[src/rtl/xc_pkg.sv]
package xc_pkg;
  localparam int unsigned VPN_W  = 20;
  localparam int unsigned OFF_W  = 12;
  localparam int unsigned ENT_W  = 32;
  localparam int unsigned DIR_W  = 10;
  localparam int unsigned SETS   = 16;
  localparam int unsigned WAYS   = 4;
  localparam int unsigned GBIT   = 8;
  localparam logic        KIND_LEAF = 1'b0;
  localparam logic        KIND_DIR  = 1'b1;
endpackage

[src/rtl/xc_keygen.sv]
module xc_keygen #(
  parameter int unsigned VPN_W = 20,
  parameter int unsigned DIR_W = 10,
  parameter int unsigned IDX_W = 4,
  localparam int unsigned TAG_W = VPN_W - IDX_W
) (
  input  logic [VPN_W-1:0] vpn_i,
  input  logic             dir_i,
  output logic [IDX_W-1:0] idx_o,
  output logic [TAG_W-1:0] tag_o
);
  logic [VPN_W-1:0] key;

  // directory requests fold the upper page-number bits down to the key
  always_comb begin
    key = vpn_i;
    if (dir_i) key = {{(VPN_W-DIR_W){1'b0}}, vpn_i[VPN_W-1 -: DIR_W]};
  end

  assign idx_o = key[IDX_W-1:0];
  assign tag_o = key[VPN_W-1:IDX_W];
endmodule

[src/rtl/xc_store.sv]
module xc_store #(
  parameter int unsigned SETS  = 16,
  parameter int unsigned WAYS  = 4,
  parameter int unsigned TAG_W = 16,
  parameter int unsigned ENT_W = 32,
  parameter int unsigned GBIT  = 8,
  localparam int unsigned SET_W = $clog2(SETS),
  localparam int unsigned WAY_W = $clog2(WAYS)
) (
  input  logic                                    clk,
  input  logic                                    rst_n,
  input  logic                                    flush_i,
  input  logic                                    wr_en_i,
  input  logic [SET_W-1:0]                        wr_set_i,
  input  logic [WAY_W-1:0]                        wr_way_i,
  input  logic [TAG_W-1:0]                        wr_tag_i,
  input  logic                                    wr_dir_i,
  input  logic [ENT_W-1:0]                        wr_data_i,
  output logic [SETS-1:0][WAYS-1:0]               vld_o,
  output logic [SETS-1:0][WAYS-1:0]               dir_o,
  output logic [SETS-1:0][WAYS-1:0][TAG_W-1:0]    tag_o,
  output logic [SETS-1:0][WAYS-1:0][ENT_W-1:0]    data_o
);
  logic [SETS-1:0][WAYS-1:0]            vld_q, vld_n;
  logic [SETS-1:0][WAYS-1:0]            dir_q;
  logic [SETS-1:0][WAYS-1:0][TAG_W-1:0] tag_q;
  logic [SETS-1:0][WAYS-1:0][ENT_W-1:0] data_q;

  // flush clears non-global slots first, a fill then marks its slot valid
  always_comb begin
    vld_n = vld_q;
    for (int s = 0; s < int'(SETS); s++) begin
      for (int w = 0; w < int'(WAYS); w++) begin
        if (flush_i && !data_q[s][w][GBIT]) vld_n[s][w] = 1'b0;
        if (wr_en_i && wr_set_i == SET_W'(s) && wr_way_i == WAY_W'(w))
          vld_n[s][w] = 1'b1;
      end
    end
  end

  always_ff @(posedge clk or negedge rst_n) begin
    if (!rst_n) vld_q <= '0;
    else        vld_q <= vld_n;
  end

  always_ff @(posedge clk) begin
    if (wr_en_i) begin
      dir_q[wr_set_i][wr_way_i]  <= wr_dir_i;
      tag_q[wr_set_i][wr_way_i]  <= wr_tag_i;
      data_q[wr_set_i][wr_way_i] <= wr_data_i;
    end
  end

  assign vld_o  = vld_q;
  assign dir_o  = dir_q;
  assign tag_o  = tag_q;
  assign data_o = data_q;

  AST_FILL_LANDS: assert property (@(posedge clk) disable iff (!rst_n)
    wr_en_i |=> vld_q[$past(wr_set_i)][$past(wr_way_i)]);

  for (genvar gs = 0; gs < SETS; gs++) begin : g_set
    for (genvar gw = 0; gw < WAYS; gw++) begin : g_way
      AST_GLOBAL_KEPT: assert property (@(posedge clk) disable iff (!rst_n)
        (flush_i && vld_q[gs][gw] && data_q[gs][gw][GBIT]) |=> vld_q[gs][gw]);
      AST_LOCAL_DROPPED: assert property (@(posedge clk) disable iff (!rst_n)
        (flush_i && vld_q[gs][gw] && !data_q[gs][gw][GBIT] &&
         !(wr_en_i && wr_set_i == SET_W'(gs) && wr_way_i == WAY_W'(gw)))
        |=> !vld_q[gs][gw]);
    end
  end
endmodule

[src/rtl/xc_victim.sv]
module xc_victim #(
  parameter int unsigned SETS  = 16,
  parameter int unsigned WAYS  = 4,
  parameter int unsigned TAG_W = 16,
  localparam int unsigned SET_W = $clog2(SETS),
  localparam int unsigned WAY_W = $clog2(WAYS)
) (
  input  logic                        clk,
  input  logic                        rst_n,
  input  logic                        fill_en_i,
  input  logic [SET_W-1:0]            fill_set_i,
  input  logic [TAG_W-1:0]            fill_tag_i,
  input  logic                        fill_dir_i,
  input  logic [WAYS-1:0]             set_vld_i,
  input  logic [WAYS-1:0]             set_dir_i,
  input  logic [WAYS-1:0][TAG_W-1:0]  set_tag_i,
  output logic [WAY_W-1:0]            way_o
);
  logic [SETS-1:0][WAY_W-1:0] rr_q, rr_n;
  logic [WAYS-1:0]            same_w;
  logic                       use_rr;

  always_comb begin
    for (int w = 0; w < int'(WAYS); w++)
      same_w[w] = set_vld_i[w] && (set_dir_i[w] == fill_dir_i) &&
                  (set_tag_i[w] == fill_tag_i);
  end

  assign use_rr = !(|same_w) && (&set_vld_i);

  // matching way beats free way beats round-robin pointer
  always_comb begin
    way_o = rr_q[fill_set_i];
    for (int w = int'(WAYS) - 1; w >= 0; w--)
      if (!set_vld_i[w]) way_o = WAY_W'(w);
    for (int w = int'(WAYS) - 1; w >= 0; w--)
      if (same_w[w]) way_o = WAY_W'(w);
  end

  always_comb begin
    rr_n = rr_q;
    if (fill_en_i && use_rr) rr_n[fill_set_i] = rr_q[fill_set_i] + 1'b1;
  end

  always_ff @(posedge clk or negedge rst_n) begin
    if (!rst_n) rr_q <= '0;
    else        rr_q <= rr_n;
  end

  AST_NO_DUP_FILL: assert property (@(posedge clk) disable iff (!rst_n)
    fill_en_i |-> $onehot0(same_w));
  AST_FREE_FIRST: assert property (@(posedge clk) disable iff (!rst_n)
    (fill_en_i && !(&set_vld_i) && !(|same_w)) |-> !set_vld_i[way_o]);
  AST_REFRESH_SAME: assert property (@(posedge clk) disable iff (!rst_n)
    (fill_en_i && (|same_w)) |-> same_w[way_o]);
endmodule

[src/rtl/xc_match.sv]
module xc_match #(
  parameter int unsigned WAYS  = 4,
  parameter int unsigned TAG_W = 16,
  parameter int unsigned ENT_W = 32
) (
  input  logic [WAYS-1:0]             set_vld_i,
  input  logic [WAYS-1:0]             set_dir_i,
  input  logic [WAYS-1:0][TAG_W-1:0]  set_tag_i,
  input  logic [WAYS-1:0][ENT_W-1:0]  set_data_i,
  input  logic [TAG_W-1:0]            tag_i,
  input  logic                        dir_i,
  output logic [WAYS-1:0]             way_hit_o,
  output logic                        hit_o,
  output logic [ENT_W-1:0]            data_o
);
  always_comb begin
    data_o = '0;
    for (int w = 0; w < int'(WAYS); w++) begin
      way_hit_o[w] = set_vld_i[w] && (set_dir_i[w] == dir_i) &&
                     (set_tag_i[w] == tag_i);
      if (way_hit_o[w]) data_o = data_o | set_data_i[w];
    end
  end

  assign hit_o = |way_hit_o;
endmodule

[src/rtl/xlat_cache.sv]
module xlat_cache
  import xc_pkg::*;
#(
  parameter int unsigned P_VPN_W = VPN_W,
  parameter int unsigned P_OFF_W = OFF_W,
  parameter int unsigned P_ENT_W = ENT_W,
  parameter int unsigned P_DIR_W = DIR_W,
  parameter int unsigned P_SETS  = SETS,
  parameter int unsigned P_WAYS  = WAYS,
  parameter int unsigned P_GBIT  = GBIT,
  localparam int unsigned SET_W  = $clog2(P_SETS),
  localparam int unsigned WAY_W  = $clog2(P_WAYS),
  localparam int unsigned TAG_W  = P_VPN_W - SET_W
) (
  input  logic               clk,
  input  logic               rst_n,
  input  logic [P_VPN_W-1:0] lk_vpn,
  input  logic               lk_dir,
  input  logic [P_OFF_W-1:0] lk_off,
  output logic               lk_hit,
  output logic [P_ENT_W-1:0] lk_entry,
  output logic [P_ENT_W-1:0] lk_paddr,
  input  logic               fill_en,
  input  logic [P_VPN_W-1:0] fill_vpn,
  input  logic               fill_dir,
  input  logic [P_ENT_W-1:0] fill_pte,
  input  logic               flush_en
);
  logic [SET_W-1:0] lk_set, fl_set;
  logic [TAG_W-1:0] lk_tag, fl_tag;
  logic [WAY_W-1:0] fl_way;
  logic [P_WAYS-1:0] lk_way_hit;

  logic [P_SETS-1:0][P_WAYS-1:0]              vld, dirf;
  logic [P_SETS-1:0][P_WAYS-1:0][TAG_W-1:0]   tags;
  logic [P_SETS-1:0][P_WAYS-1:0][P_ENT_W-1:0] data;

  xc_keygen #(.VPN_W(P_VPN_W), .DIR_W(P_DIR_W), .IDX_W(SET_W)) u_key_lk (
    .vpn_i(lk_vpn), .dir_i(lk_dir), .idx_o(lk_set), .tag_o(lk_tag));

  xc_keygen #(.VPN_W(P_VPN_W), .DIR_W(P_DIR_W), .IDX_W(SET_W)) u_key_fl (
    .vpn_i(fill_vpn), .dir_i(fill_dir), .idx_o(fl_set), .tag_o(fl_tag));

  xc_victim #(.SETS(P_SETS), .WAYS(P_WAYS), .TAG_W(TAG_W)) u_victim (
    .clk(clk), .rst_n(rst_n), .fill_en_i(fill_en), .fill_set_i(fl_set),
    .fill_tag_i(fl_tag), .fill_dir_i(fill_dir), .set_vld_i(vld[fl_set]),
    .set_dir_i(dirf[fl_set]), .set_tag_i(tags[fl_set]), .way_o(fl_way));

  xc_store #(.SETS(P_SETS), .WAYS(P_WAYS), .TAG_W(TAG_W), .ENT_W(P_ENT_W),
             .GBIT(P_GBIT)) u_store (
    .clk(clk), .rst_n(rst_n), .flush_i(flush_en), .wr_en_i(fill_en),
    .wr_set_i(fl_set), .wr_way_i(fl_way), .wr_tag_i(fl_tag),
    .wr_dir_i(fill_dir), .wr_data_i(fill_pte), .vld_o(vld), .dir_o(dirf),
    .tag_o(tags), .data_o(data));

  xc_match #(.WAYS(P_WAYS), .TAG_W(TAG_W), .ENT_W(P_ENT_W)) u_match (
    .set_vld_i(vld[lk_set]), .set_dir_i(dirf[lk_set]), .set_tag_i(tags[lk_set]),
    .set_data_i(data[lk_set]), .tag_i(lk_tag), .dir_i(lk_dir),
    .way_hit_o(lk_way_hit), .hit_o(lk_hit), .data_o(lk_entry));

  // leaf hits splice the frame number onto the page offset
  assign lk_paddr = (lk_hit && !lk_dir) ?
                    {lk_entry[P_ENT_W-1:P_OFF_W], lk_off} : '0;

  AST_MISS_QUIET: assert property (@(posedge clk) disable iff (!rst_n)
    !lk_hit |-> (lk_entry == '0 && lk_paddr == '0));
  AST_LEAF_SPLICE: assert property (@(posedge clk) disable iff (!rst_n)
    (lk_hit && !lk_dir) |-> (lk_paddr[P_OFF_W-1:0] == lk_off));
  AST_DIR_NO_ADDR: assert property (@(posedge clk) disable iff (!rst_n)
    (lk_hit && lk_dir) |-> (lk_paddr == '0));
  AST_ONE_HIT: assert property (@(posedge clk) disable iff (!rst_n)
    $onehot0(lk_way_hit));
endmodule

[config.mk]
export PLATFORM = sky130hd
export DESIGN_NAME = xlat_cache
export DESIGN_NICKNAME = d
export VERILOG_FILES = /design/src/rtl/xc_pkg.sv /design/src/rtl/xc_keygen.sv /design/src/rtl/xc_store.sv /design/src/rtl/xc_victim.sv /design/src/rtl/xc_match.sv /design/src/rtl/xlat_cache.sv
export SDC_FILE = /design/constraint.sdc
export NUM_CORES = 2
export LEC_CHECK = 0
export ABC_AREA = 1
export BUFFER_PORTS_ARGS = -buffer_cell sky130_fd_sc_hd__buf_2
export CAP_MARGIN = 10
export CORE_UTILIZATION = 40
export CTS_CLUSTER_DIAMETER = 40
export DETAILED_ROUTE_END_ITERATION = 7
export PLACE_DENSITY = 0.54
export SYNTH_ARGS = -nofsm -noshare
export SYNTH_HDL_FRONTEND = slang
export SYNTH_SLANG_ARGS = --single-unit
[constraint.sdc]
create_clock -name clk -period 5.2 [get_ports clk]
set_input_delay 0.26 -clock clk [delete_from_list [all_inputs] [get_ports clk]]
set_output_delay 0.26 -clock clk [all_outputs]
set_load 0.01 [all_outputs]
==> summary.md <==
| Metric | Value |
|---|---|
| Outcome | finished clean |
| Worst min-delay path startpoint | flush_en |
| Multiplexer fraction of the synthesized cell area | 0.0412% |
| Syn_area_per_cell | 10.3 sq um |
| Placed wire-length estimate after detailed placement | 333000 um |
| Maximum ir drop on the vdd rail | 0.000402 V |
| Number of cells on the worst reg-to-reg path | 19 |
| Crit. End Element | primary output |
| Nets | 14600 |
| Skew final | 0.103 ns |
| Largest net degree at the start of global routing | 185 |
| Cell with the largest stage delay on the worst path | sky130_fd_sc_hd__nand3_1 |
| Cell variety after synth | 45 |
| Total clock sinks | 3232 |
| Startpoint class of the critical path | input pin |
| Initial DRT Pass Iterations | 6 |
| Standard-cell row count | 221 |
| Tot Pwr | 0.0693 W |
| Setup-failing EPs final | 0 |
| Critical path arrival | 4.76 ns |
| Worst-margin pin slew | 1.18 ns |
| Area share of fa/ha/maj cells after synthesis | 0% |
| Mapped Area | 146000 sq um |
| Highest clock frequency the design can meet | 0.199 GHz |
| Top-count cell post-synth | sky130_fd_sc_hd__nand2_1 |
| XOR/XNOR Fraction of Synth Area | 0.0421% |
| Hold Fails Final Rpt | 0 |
| Top-Level Pins | 155 |
| Fraction of final layout cells sized beyond drive strength 1 | 11.3% |
| Combinational family with the most area after synthesis | simple AND/OR/NAND/NOR gates |
| Power Dens Cells | 401 nW/um^2 |
| Worst path bufs/invs | 6 |
| Final worst-path cycle share | 96.6% |
| Routed wire per std cell | 27.6 um |
| Ordered list of cells on the worst path | buf_2 > buf_4 > inv_1 > nand2_1 > nand2_4 > buf_12 > o21ai_0 > nor2_1 > o21ai_0 > nand3_1 > nand3_1 > nand2_1 > nor2_1 > nand2_1 > nor2_4 > buf_4 > nand4_1 > nand2_1 > nor2_1 > nor2_1 > buf_2 |
| Port Buffers | 154 |
| Total via count in the routed design | 112000 |
| Layout fillers | 32900 |
| Commonest register cell after synthesis | sky130_fd_sc_hd__edfxtp_1 |
| Clock-pin slew of the registers on the worst-case setup and hold paths | 0.05 ns |
| Max capacitance violation total | 0 |
| Routability-driven placement congestion ratio | 0.988 |
| Leftover overflow at the end of global routing | 0 |
| Sequential fraction of the synthesis area | 66.3% |
| CTS max path bufs | 4 |
| Worst path required time | 4.94 ns |
| RSZ-0062 raised after global routing | false |
| Multi-input gate area | 41100 sq um |
| Worst relative slew slack | 21.1% |
| Commonest cells post-synth | sky130_fd_sc_hd__nand2_1, sky130_fd_sc_hd__edfxtp_1, sky130_fd_sc_hd__o21ai_0 |
| Number of synthesized flops with an enable pin | 3136 |
| Setup Fix Bufs, Post-CTS | 0 |
| Clock buffers created by TritonCTS | 469 |
| Number of max-slew violations in the final report | 0 |
| Overall Global Routing Usage | 29.1% |
| Launching point of the worst reg2reg path | u_store.tag_o[263] |
| Most area-consuming cells after synthesis | sky130_fd_sc_hd__edfxtp_1, sky130_fd_sc_hd__nand2_1, sky130_fd_sc_hd__o21ai_0 |
| WHS Path Cells | 5 |
| Skew-Pair Late Insertion Delay | 1.01 ns |
| Die Outline Area | 367000 sq um |
| Clock tree from TritonCTS | built |
| Cell type with the largest total area after synthesis | sky130_fd_sc_hd__edfxtp_1 |
| Footprint of the flip-flops and latches | 96600 sq um |
| Cell count after placement | 18800 |
| Area growth syn-to-layout | 18.7% |
| End of the worst register-to-register path | u_store.tag_o[539] |
| Vias/cell | 5.68 |
| Area share of the largest cell type after synthesis | 64.7% |
| Slack of the worst reg-to-reg path | 0.89 ns |
| Wirelength, routed | 545000 um |
| Simple-gate area share of the yosys netlist | 16.1% |
| Floorplan core area | 362000 sq um |
| Hold WC Path Type | in2reg |
| Starting utilization of the core area | 40.2% |
| Post-synthesis async set-or-reset flop share | 2.97% |
| Cell type group with the largest total delay on the critical path | simple AND/OR/NAND/NOR gates |
| Compound-Gate Fraction of Synth Area | 11.9% |
| Die height | 605 um |
| Static leakage | 65.9 nW |
| First-pass GRT wire length | 772000 um |
| Synth warnings | 0 |
| Synth Instances | 14200 |
| Master cell of the clock root buffer | sky130_fd_sc_hd__clkbuf_16 |
| Initial DRC Count | 14300 |
| Initial antenna violation count | 24 |
| Synthesized Nets | 14300 |
| Final Critical Period | 5.02 ns |
| Largest fanout on the critical path | 46 |
| Width of the die | 605 um |
| Count of placed standard cells in the final layout, fillers left out | 19700 |
| Start point of the critical path | lk_dir |
| Number of H-tree branching levels | 5 |
| Destination of the worst hold path | u_store.vld_o[53] |
| Kind of critical path | in2out |
| Remaining number of nets flagged by the antenna check after routing | 0 |
| Critical Path Max Stage Delay | 0.44 ns |
| Post-detailed-route DRC marker count | 0 |
| Flop and latch count out of synthesis | 3232 |
| Vias in the first global route | 105000 |
==> timing repair <==
action	in CTS	in global routing
hold endpoints to repair	1800	0
gates resized for setup	0	0
hold buffers	41	0
==> power breakdown <==
group	switching, W	leakage, nW	internal [W]	total [W]
clock	0.0126	7.95	0.0210	0.0336
combinational	0.00513	28.3	0.00177	0.00690
sequential	0.0000577	29.6	0.0288	0.0289
total	0.0178	65.9	0.0516	0.0693
==> per-layer routing <==
metal | share of wire [%] | up-vias | GRT usage, %
li1 | - | 50100 | -
met1 | 41 | 54900 | 39.9
met2 | 45 | 5923 | 44.9
met3 | 9.4 | 1115 | 5.13
met4 | 5.3 | 6 | 13.7
met5 | 0.0072 | - | 0
==> registers in the layout, summed over array words and instances, names as in the netlist <==
signal / flops
u_victim.rr_q: 32
u_store.vld_o: 64
u_store.data_o: 2048
u_store.tag_o: 1024
u_store.dir_o: 64
==> how the worst max path moves through the flow <==
stage                                 endpoint  slack, ns  cells after the start
final                             lk_paddr[20]       0.18                     21
after global routing              lk_paddr[18]       0.06                     22
after CTS                         lk_paddr[18]       0.36                     21
after detailed placement    u_store.tag_o[533]      -0.01                     23
after global placement      u_store.tag_o[533]      -0.03                     24
after floorplan           u_store.data_o[1184]     -0.005                     17
==> cell families (layout without fill, tap and decap cells) <==
group / after synthesis / after routing
simple gates: 5859 / 5859
xor+xnor: 7 / 7
other cells: 0 / 8
buf+inv: 2008 / 2744
mux: 6 / 6
flops: 3232 / 3232
compound gates: 3068 / 3068
==> through the flow <==
stage | hold slack, ns | setup TNS, ns | cell area (sq um) | util [%] | setup slack [ns]
global route | 0.0766 | 0 | 173000 | 47.7 | 0.0569
finish | 0.104 | 0 | 173000 | 47.7 | 0.176
detailed placement | 0.457 | -0.0831 | 156000 | 43.0 | -0.00983
CTS | 0.0409 | 0 | 173000 | 47.7 | 0.356
floorplan | -0.0356 | -2.45 | 146000 | - | -0.00505
global placement | 0.465 | -0.508 | 156000 | 43.0 | -0.0340
==> area by class of cell <==
| cell class | count | share of cell area [%] |
|---|---|---|
| Tap cell | 4794 | 3.47 |
| Sequential cell | 3232 | 55.8 |
| Multi-Input combinational cell | 8940 | 23.8 |
| Inverter | 1058 | 2.41 |
| Clock inverter | 346 | 2.63 |
| Clock buffer | 531 | 6.99 |
| Timing Repair Buffer | 809 | 4.87 |
| Antenna cell | 8 | 0.0116 |
==> placed cells by master, fill, tap and decap left out, types with 61 or more instances in the layout <==
master,n
sky130_fd_sc_hd__buf_4,414
sky130_fd_sc_hd__nand4_1,151
sky130_fd_sc_hd__o211ai_1,306
sky130_fd_sc_hd__dfrtp_1,96
sky130_fd_sc_hd__o21ai_0,1707
sky130_fd_sc_hd__edfxtp_1,3136
sky130_fd_sc_hd__nor2_1,1487
sky130_fd_sc_hd__nand3_1,582
sky130_fd_sc_hd__clkinv_2,61
sky130_fd_sc_hd__inv_4,65
sky130_fd_sc_hd__clkbuf_16,474
sky130_fd_sc_hd__bufinv_16,84
sky130_fd_sc_hd__buf_2,146
sky130_fd_sc_hd__inv_1,973
sky130_fd_sc_hd__buf_12,208
sky130_fd_sc_hd__o21ai_1,164
sky130_fd_sc_hd__o22ai_1,401
sky130_fd_sc_hd__o221ai_1,118
sky130_fd_sc_hd__nand2_1,3528
sky130_fd_sc_hd__a21oi_1,299
==> tightest hold or removal path, delay by kind of cell <==
kind / cells / cell delay, ns
buf+inv: 3 / 0.41
simple gates: 1 / 0.05
compound gates: 1 / 0.26
Power figures use the tool's default switching activity.
